--- config.mk ---
export PLATFORM = sky130hd
export DESIGN_NAME = isp_frame_target
export DESIGN_NICKNAME = d
export VERILOG_FILES = /design/src/rtl/isp_frame_pkg.sv /design/src/rtl/isp_sync.sv /design/src/rtl/isp_edge.sv /design/src/rtl/isp_frame_target.sv
export SDC_FILE = /design/constraint.sdc
export NUM_CORES = 1
export LEC_CHECK = 0
export BUFFER_PORTS_ARGS = -buffer_cell sky130_fd_sc_hd__buf_4
export CAP_MARGIN = 20
export CORE_AREA = 5 5 82 84
export CTS_CLUSTER_DIAMETER = 120
export DETAILED_ROUTE_END_ITERATION = 16
export DIE_AREA = 0 0 87 89
export PLACE_DENSITY_LB_ADDON = 0.25
export REMOVE_ABC_BUFFERS = 1
export SLEW_MARGIN = 25
export SYNTH_ARGS = -nofsm -noshare
export SYNTH_HDL_FRONTEND = slang
export SYNTH_HIERARCHICAL = 1
export SYNTH_SLANG_ARGS = --single-unit
--- constraint.sdc ---
create_clock -name clk -period 3.8 [get_ports clk]
set_input_delay 0.38 -clock clk [delete_from_list [all_inputs] [get_ports clk]]
set_output_delay 0.38 -clock clk [all_outputs]
set_load 0.01 [all_outputs]
--- src/rtl/isp_frame_pkg.sv ---
package isp_frame_pkg;
    localparam int BYTE_W      = 8;
    localparam int FRAME_BYTES = 4;
    localparam int FRAME_BITS  = BYTE_W * FRAME_BYTES;
    localparam int CNT_W       = $clog2(FRAME_BITS);
    localparam int IDX_W       = $clog2(FRAME_BYTES);
    localparam int POS_W       = $clog2(BYTE_W);

    typedef struct packed {
        logic [CNT_W-1:0]  bit_cnt;
        logic [BYTE_W-1:0] rx;
        logic [BYTE_W-1:0] op;
        logic [BYTE_W-1:0] ahi;
        logic [BYTE_W-1:0] alo;
        logic [BYTE_W-1:0] dat;
        logic [BYTE_W-1:0] tx;
        logic              miso;
        logic              en;
        logic              vld;
    } isp_state_t;
endpackage

--- src/rtl/isp_sync.sv ---
module isp_sync #(
    parameter int         W      = 1,
    parameter int         STAGES = 2,
    parameter logic [W-1:0] RST_VAL = '0
) (
    input  logic         clk,
    input  logic         rst_n,
    input  logic [W-1:0] d_i,
    output logic [W-1:0] q_o
);
    logic [W-1:0] stg_q [STAGES];

    always_ff @(posedge clk or negedge rst_n) begin
        if (!rst_n) begin
            for (int i = 0; i < STAGES; i++) stg_q[i] <= RST_VAL;
        end else begin
            stg_q[0] <= d_i;
            for (int i = 1; i < STAGES; i++) stg_q[i] <= stg_q[i-1];
        end
    end

    assign q_o = stg_q[STAGES-1];
endmodule

--- src/rtl/isp_edge.sv ---
module isp_edge (
    input  logic clk,
    input  logic rst_n,
    input  logic lvl_i,
    output logic rise_o,
    output logic fall_o
);
    logic prev_q;

    always_ff @(posedge clk or negedge rst_n) begin
        if (!rst_n) prev_q <= 1'b0;
        else        prev_q <= lvl_i;
    end

    assign rise_o = lvl_i & ~prev_q;
    assign fall_o = ~lvl_i & prev_q;
endmodule

--- src/rtl/isp_frame_target.sv ---
module isp_frame_target
    import isp_frame_pkg::*;
#(
    parameter logic [7:0] ENABLE_OP   = 8'hAC,
    parameter logic [7:0] SYNC_CODE   = 8'h53,
    parameter int         SYNC_STAGES = 2
) (
    input  logic       clk,
    input  logic       rst_n,
    input  logic       tgt_rst_i,
    input  logic       sck_i,
    input  logic       mosi_i,
    output logic       miso_o,
    input  logic [7:0] rd_data_i,
    output logic [7:0] opcode_o,
    output logic [7:0] addr_hi_o,
    output logic [7:0] addr_lo_o,
    output logic [7:0] data_o,
    output logic       instr_valid_o,
    output logic       prog_en_o
);
    localparam logic [POS_W-1:0] LAST_POS = POS_W'(BYTE_W - 1);

    logic       sck_s, mosi_s, rst_s;
    logic       sck_rise, sck_fall;
    isp_state_t s_d, s_q;

    isp_sync #(.W(1), .STAGES(SYNC_STAGES), .RST_VAL(1'b0)) u_sync_sck (
        .clk(clk), .rst_n(rst_n), .d_i(sck_i), .q_o(sck_s));
    isp_sync #(.W(1), .STAGES(SYNC_STAGES), .RST_VAL(1'b0)) u_sync_mosi (
        .clk(clk), .rst_n(rst_n), .d_i(mosi_i), .q_o(mosi_s));
    isp_sync #(.W(1), .STAGES(SYNC_STAGES), .RST_VAL(1'b1)) u_sync_rst (
        .clk(clk), .rst_n(rst_n), .d_i(tgt_rst_i), .q_o(rst_s));

    isp_edge u_edge (
        .clk(clk), .rst_n(rst_n), .lvl_i(sck_s), .rise_o(sck_rise), .fall_o(sck_fall));

    always_comb begin
        logic [BYTE_W-1:0] rx_n;
        logic [BYTE_W-1:0] ld;
        logic [IDX_W-1:0]  idx;
        logic [POS_W-1:0]  pos;
        s_d     = s_q;
        s_d.vld = 1'b0;
        rx_n    = {s_q.rx[BYTE_W-2:0], mosi_s};
        ld      = '0;
        idx     = s_q.bit_cnt[CNT_W-1:POS_W];
        pos     = s_q.bit_cnt[POS_W-1:0];
        if (rst_s) begin
            s_d = '0;
        end else if (sck_rise) begin
            s_d.rx      = rx_n;
            s_d.bit_cnt = s_q.bit_cnt + CNT_W'(1);
            if (pos == LAST_POS) begin
                case (idx)
                    IDX_W'(0): s_d.op  = rx_n;
                    IDX_W'(1): s_d.ahi = rx_n;
                    IDX_W'(2): s_d.alo = rx_n;
                    default: begin
                        s_d.dat = rx_n;
                        if (s_q.op == ENABLE_OP) begin
                            if (s_q.ahi == SYNC_CODE) s_d.en = 1'b1;
                        end else if (s_q.en) begin
                            s_d.vld = 1'b1;
                        end
                    end
                endcase
            end
        end else if (sck_fall) begin
            if (pos == '0) begin
                case (idx)
                    IDX_W'(2): ld = (s_q.op == ENABLE_OP) ? s_q.ahi : '0;
                    IDX_W'(3): ld = rd_data_i;
                    default:   ld = '0;
                endcase
                s_d.miso = ld[BYTE_W-1];
                s_d.tx   = {ld[BYTE_W-2:0], 1'b0};
            end else begin
                s_d.miso = s_q.tx[BYTE_W-1];
                s_d.tx   = {s_q.tx[BYTE_W-2:0], 1'b0};
            end
        end
    end

    always_ff @(posedge clk or negedge rst_n) begin
        if (!rst_n) s_q <= '0;
        else        s_q <= s_d;
    end

    assign miso_o        = s_q.miso;
    assign opcode_o      = s_q.op;
    assign addr_hi_o     = s_q.ahi;
    assign addr_lo_o     = s_q.alo;
    assign data_o        = s_q.dat;
    assign instr_valid_o = s_q.vld;
    assign prog_en_o     = s_q.en;
endmodule

## Word-level counts from Yosys, hierarchy flattened

Cells that the tools add are included.

| storage, ports and cells | value |
|---|---|
| word-level logic and storage cells | 66 |
| output and inout port bits | 35 |
| flip-flop bits (word level) | 62 |
| input port bits | 13 |

| cells by class | value |
|---|---|
| multiplexer cells | 19 |
| reduce and logical (&&, ||, !) cells | 17 |
| bitwise gates (word level) | 4 |
| add/sub/neg operators | 1 |
| equal/unequal tests | 8 |

Operator list:

| cell | count |
|---|---|
| 2-to-1 mux 56 bit | 1 |
| 2-to-1 mux 45 bit | 1 |
| 2-to-1 mux 8 bit | 5 |
| 2-to-1 mux 32 bit | 1 |
| 2-to-1 mux 9 bit | 3 |
| case mux 8 bit (2 select lines) | 1 |
| nonzero test 2 bit | 8 |
| AND reduction 3 bit | 4 |
| equality test 8 x 7 -> 1 bit, second input constant | 1 |
| equality test 8 bit, second input constant | 1 |
| 2-to-1 mux 2 bit | 3 |
| adder 5 x 1 -> 5 bit, second input constant | 1 |
| AND reduction 5 bit | 1 |
| equality test 2 bit, second input constant | 2 |
| 2-to-1 mux 1 bit | 4 |
| inequality test 2 x 1 -> 1 bit, second input constant | 2 |
| equality test 3 bit, second input constant | 1 |
| logical NOT 3 bit | 1 |
| OR reduction 3 bit | 1 |
| AND 1 bit | 2 |
| equality test 2 x 1 -> 1 bit, second input constant | 1 |
| logical NOT 2 bit | 1 |
| NOT 1 bit | 2 |
| AND reduction 2 bit | 1 |

## Depth between registers and ports, before layout

| depth | value |
|---|---|
| word-level depth | 7 |
| depth in mapped cells | 7 |
| gate-level depth less buffers | 6 |

## Hierarchy

The synthesis kept the hierarchy.

Modules (own cells, without submodules):

| module | instances | cells an instance | area each (um^2) | sequential area each (um^2) |
|---|---|---|---|---|
| isp_frame_target | 1 | 285 | 2680.1 | 1351.3 |
| isp_sync at u_sync_mosi ... | 2 | 2 | 50.0 | 50.0 |
| isp_sync at u_sync_rst | 1 | 2 | 52.6 | 52.6 |
| isp_edge | 1 | 3 | 40.0 | 25.0 |

## Least setup slack after synthesis

Ideal clock, no wire load.

| timing path | value |
|---|---|
| path kind | flip-flop to flip-flop |
| from | register s_q[51] (netlist bit) |
| to | register s_q, in the netlist opcode_o[0] |
| period minus slack after synthesis | 1.585 ns |
| arrival | 1.449 ns |
| buffers on the path | 1 |
| cell stages (with the launch flop) | 8 |
| setup slack | 2.215 ns |
| cells stage by stage | dfrtp_1 -> ha_1 -> ha_1 -> nand2_1 -> or3_1 -> buf_2 -> nand2_1 -> a21oi_1 |

| on the way | value |
|---|---|
| word-level cells in the longest chain between the ends | 3 |

RTL lines:

| what | RTL line | RTL |
|---|---|---|
| from (decl) | isp_frame_target.sv:26 | `isp_state_t s_d, s_q;` |
| from (signal assigned) | isp_frame_target.sv:86 | `if (!rst_n) s_q <= '0;` |
| from (signal assigned) | isp_frame_target.sv:87 | `else s_q <= s_d;` |
| equality test 3 bit | isp_frame_target.sv:54 | `if (pos == LAST_POS) begin` |
| nonzero test 2 bit (no line) | - |  |
| AND reduction 3 bit (no line) | - |  |

No other way between the ends.
A chain may end at the register's enable or synchronous reset.

## Worst setup path in the final report

| timing path | value |
|---|---|
| from | register u_sync_rst.stg_q, in the netlist u_sync_rst/q_o |
| to | register s_q[4] (netlist bit) |

| on the way | value |
|---|---|
| word-level cells in the longest chain between the ends | 2 |
| elaborated cells on any way between the ends | 4 |
| those cells by class | 1 x eq/ne; 1 x mux; 2 x reduce/logical |

RTL lines:

| what | RTL line | RTL |
|---|---|---|
| from (decl) | isp_sync.sv:11 | `logic [W-1:0] stg_q [STAGES];` |
| inequality test 2 x 1 -> 1 bit (no line) / nonzero test 2 bit (equally long branches) | - |  |
| AND reduction 2 bit (no line) | - |  |

Parallel ways exist; a longest one is shown, timed or not.

==> run_results.csv <==
group,metric,value,unit
status,status,"completed",
routing,drt_first_pass_iters,4,
yosys,synth_ff_type,"dfrtp_1",
cts,clock_latency,0.33,ns
timing,fin_crit_sh,0.4786,
critical_path,crit_required,4.02,ns
cts,clk_pin_slew,0.07,ns
cts,clock_sinks,61,
cells_and_area,n_antenna_cell,0,
power_and_ir_drop,switching_share,0.2329,
floorplan,ios,48,
timing,setup-tns-final,0,ns
yosys,synth_xor_area_frac,0.009146,
yosys,ys_top_cells_by_count,"nand2_1, dfrtp_1, buf_4",
yosys,synth.most_common_cell,"nand2_1",
timing,fin_crit,1.819,ns
timing,fin_worst_skew,0.008212,ns
routing,vias,2018,
run,cap_viol_max_count,0,
yosys,yosys-top-cells-area,"dfrtp_1, nand2_1, buf_4",
grt,grt_max_degree,62,
cells_and_area,layoutNonFillerInstCount,387,
cells_and_area,drive_gt1_frac,0.2372,
grt,antenna_found_initial,0,
floorplan,dieWidth,87,um
timing,relSlewSlack,0.4265,
grt,grt-ovfl-total,0,
power_and_ir_drop,p_clk_frac,0.413,
routing,drt_iter0_drc,167,
power_and_ir_drop,power_density,388.8,mW/mm2
power_and_ir_drop,seq_power_share,0.544,
yosys,ys_seq_area_frac,0.5322,
routing,vias_per_cell,5.214,
timing,worst_slew_pin_slew,0.8602,ns
yosys,synth_top_family_by_area,"simple AND/OR/NAND/NOR gates",
cts,clockBufferDepth,2,
routing,finalWirelength,5872,um
yosys,ys_warn_count,6,
cts,cts_hold_buf,0,
power_and_ir_drop,p_leak,0.001426,uW
cts,cts_made_buffers,9,
cts,htree_levels,3,
grt,gr-usage-all-layers,0.1633,
floorplan,dieHeight,89,um
critical_path,cp_cell_sequence,"a21oi_1, a22o_1",
power_and_ir_drop,power,1237,uW
place,gp_congestion,0.7580,
cts,root_buffer,"clkbuf_8",
yosys,synth-seq-cells,61,
yosys,ys_async_sr_fraction,1.000,
power_and_ir_drop,p_switching,288.0,uW
routing,drcViolationCount,0,
floorplan,placementRows,28,
floorplan,initial_core_util,0.4910,
timing,hold_viol_final,0,
timing,setup_viol,0,
place,dp_hpwl,3945,um
cts,tritoncts,"done",
yosys,synth-adder-area-share,0.01307,
critical_path,critPathMaxFanout,48,
cells_and_area,nFillCells,526,
routing,wl_per_cell,15.17,um
place,placedCellCount,371,
yosys,synth_top_cell_by_area,"dfrtp_1",
timing,fmax,0.5499,GHz
critical_path,critPathTopFamily,"flip-flops",
cts,cts_resized,0,
power_and_ir_drop,peakVddDrop,205.1,uV
routing,final_antenna_net_count,0,
power_and_ir_drop,combPwrFrac,0.043,
place,port_buffers,47,
cells_and_area,fin_util,0.5436,
timing,rsz0062_at_grt,"no",
critical_path,worst_path_max_delay_cell,"dfstp_2",
yosys,syn-cell-area,0.002873,mm2
timing,drv_slew,0,
critical_path,cp-start-kind,"flip-flop",
floorplan,core_region_area,0.005851,mm2
min_path,hp-class,"in -> async",
critical_path,critical_path_arrival,2.04,ns
place,place_area,0.003003,mm2
yosys,yosys.area_share.simple,0.1851,
yosys,synth_edf_count,0,
critical_path,cp_slowest_stage_delay,1.10,ns
cells_and_area,syn_to_final_growth,10.71,%
grt,grt_pass1_wl,9735,um
cells_and_area,final_net_count,323,
floorplan,die-area,0.007743,mm2
cts,post_cts_buffers,0,
cells_and_area,finalInstanceArea,0.003181,mm2
power_and_ir_drop,internal_power,948.6,uW
yosys,synthCells,294,
yosys,synth-compound-area-share,0.1124,
yosys,avgSynthCellArea,9.771,um2
grt,grt_pass1_vias,1930,
critical_path,path_buf_inv,0,
yosys,yosysUniqueCellTypes,36,
yosys,muxShareOfSynthArea,0.03136,
critical_path,critPathKind,"reg -> reg",
critical_path,cp-end-kind,"flip-flop",
yosys,synth.top_cell.area_share,0.5139,
-- sequential cells by signal, summed over array words and instances, names as in the netlist --
register and flops:
instr_valid_o 1, u_sync_sck/q_o 1, data_o 8, u_sync_rst/q_o 1, addr_hi_o 8, u_sync_mosi/q_o 1, addr_lo_o 8, miso_o 1
s_q 19, prog_en_o 1, u_edge/prev_q 1, u_sync_sck/stg_q 1, opcode_o 8, u_sync_mosi/stg_q 1, u_sync_rst/stg_q 1
-- final timing paths --
kind	startpoint	to	slack (ns)	cells past startpoint
max in group asynchronous	rst_n	addr_hi_o[0]	3.18	1
max reg2reg	u_sync_rst/q_o	s_q[4]	1.98	2
min in group clk	tgt_rst_i	u_sync_rst/stg_q[1]	0.15	1
max	u_sync_rst/q_o	s_q[4]	1.98	2
min reg2reg	u_sync_sck/stg_q[1]	u_sync_sck/q_o	0.35	0
min	rst_n	s_q[8]	0.10	1
-- layout by cell type, fill, tap and decap left out, types with 7 or more instances in the layout --
| cell type | instances |
|---|---|
| nand2_1 | 73 |
| dfrtp_1 | 59 |
| buf_4 | 48 |
| a21oi_1 | 33 |
| nor2_1 | 12 |
| clkbuf_8 | 11 |
| mux2i_1 | 9 |
| o21ai_0 | 8 |
| o21ai_1 | 8 |
| a221oi_1 | 7 |
-- metal layers --
layer	GRT usage	up-vias	share of wire
met3	0.04055	10	0.062
li1	-	982	-
met2	0.2402	55	0.46
met4	0.06657	0	0.016
met1	0.2314	971	0.46
met5	0	-	0
-- per-stage QoR --
| step | hold WS (ns) | worst slack [ns] |
|---|---|---|
| after global routing | 0.1392 | 1.714 |
| after detailed placement | 0.3364 | 1.986 |
| after global placement | 0.3353 | 2.031 |
| final | 0.1023 | 1.981 |
| after CTS | 0.1413 | 1.986 |
| after floorplan | 0.08441 | 1.393 |
-- worst register-to-register path: stages (launching register included) --
cell	delay, ns
dfstp_2	1.10
a21oi_1	0.31
a22o_1	0.31
-- cells by family (layout without fill, tap and decap cells) --
logic type,count (synthesis),in the layout
simple gates,111,111
xor+xnor,3,3
mux,9,9
flops,61,61
buf+inv,49,67
fa+ha+maj,3,3
compound gates,58,58
-- cell type report --
class	count	area, um2	area share
Timing Repair Buffer	48	360.3	0.1133
Clock inverter	4	22.52	0.007081
Sequential cell	61	1529	0.4807
Tap cell	75	93.84	0.02950
Inverter	3	11.26	0.003541
Multi-Input combinational cell	184	1008	0.3171
Clock buffer	12	155.1	0.04878
-- power by group through the flow --
stage / registers [uW] / logic (uW) / clock network, uW
final: 672 / 53.3 / 511
after global routing: 674 / 61.4 / 549
after CTS: 672 / 54.7 / 521
after detailed placement: 685 / 54.3 / 0
after global placement: 684 / 53.3 / 0
after floorplan: 680 / 25.2 / 0
Note: power is estimated with default switching activity, not from simulation.
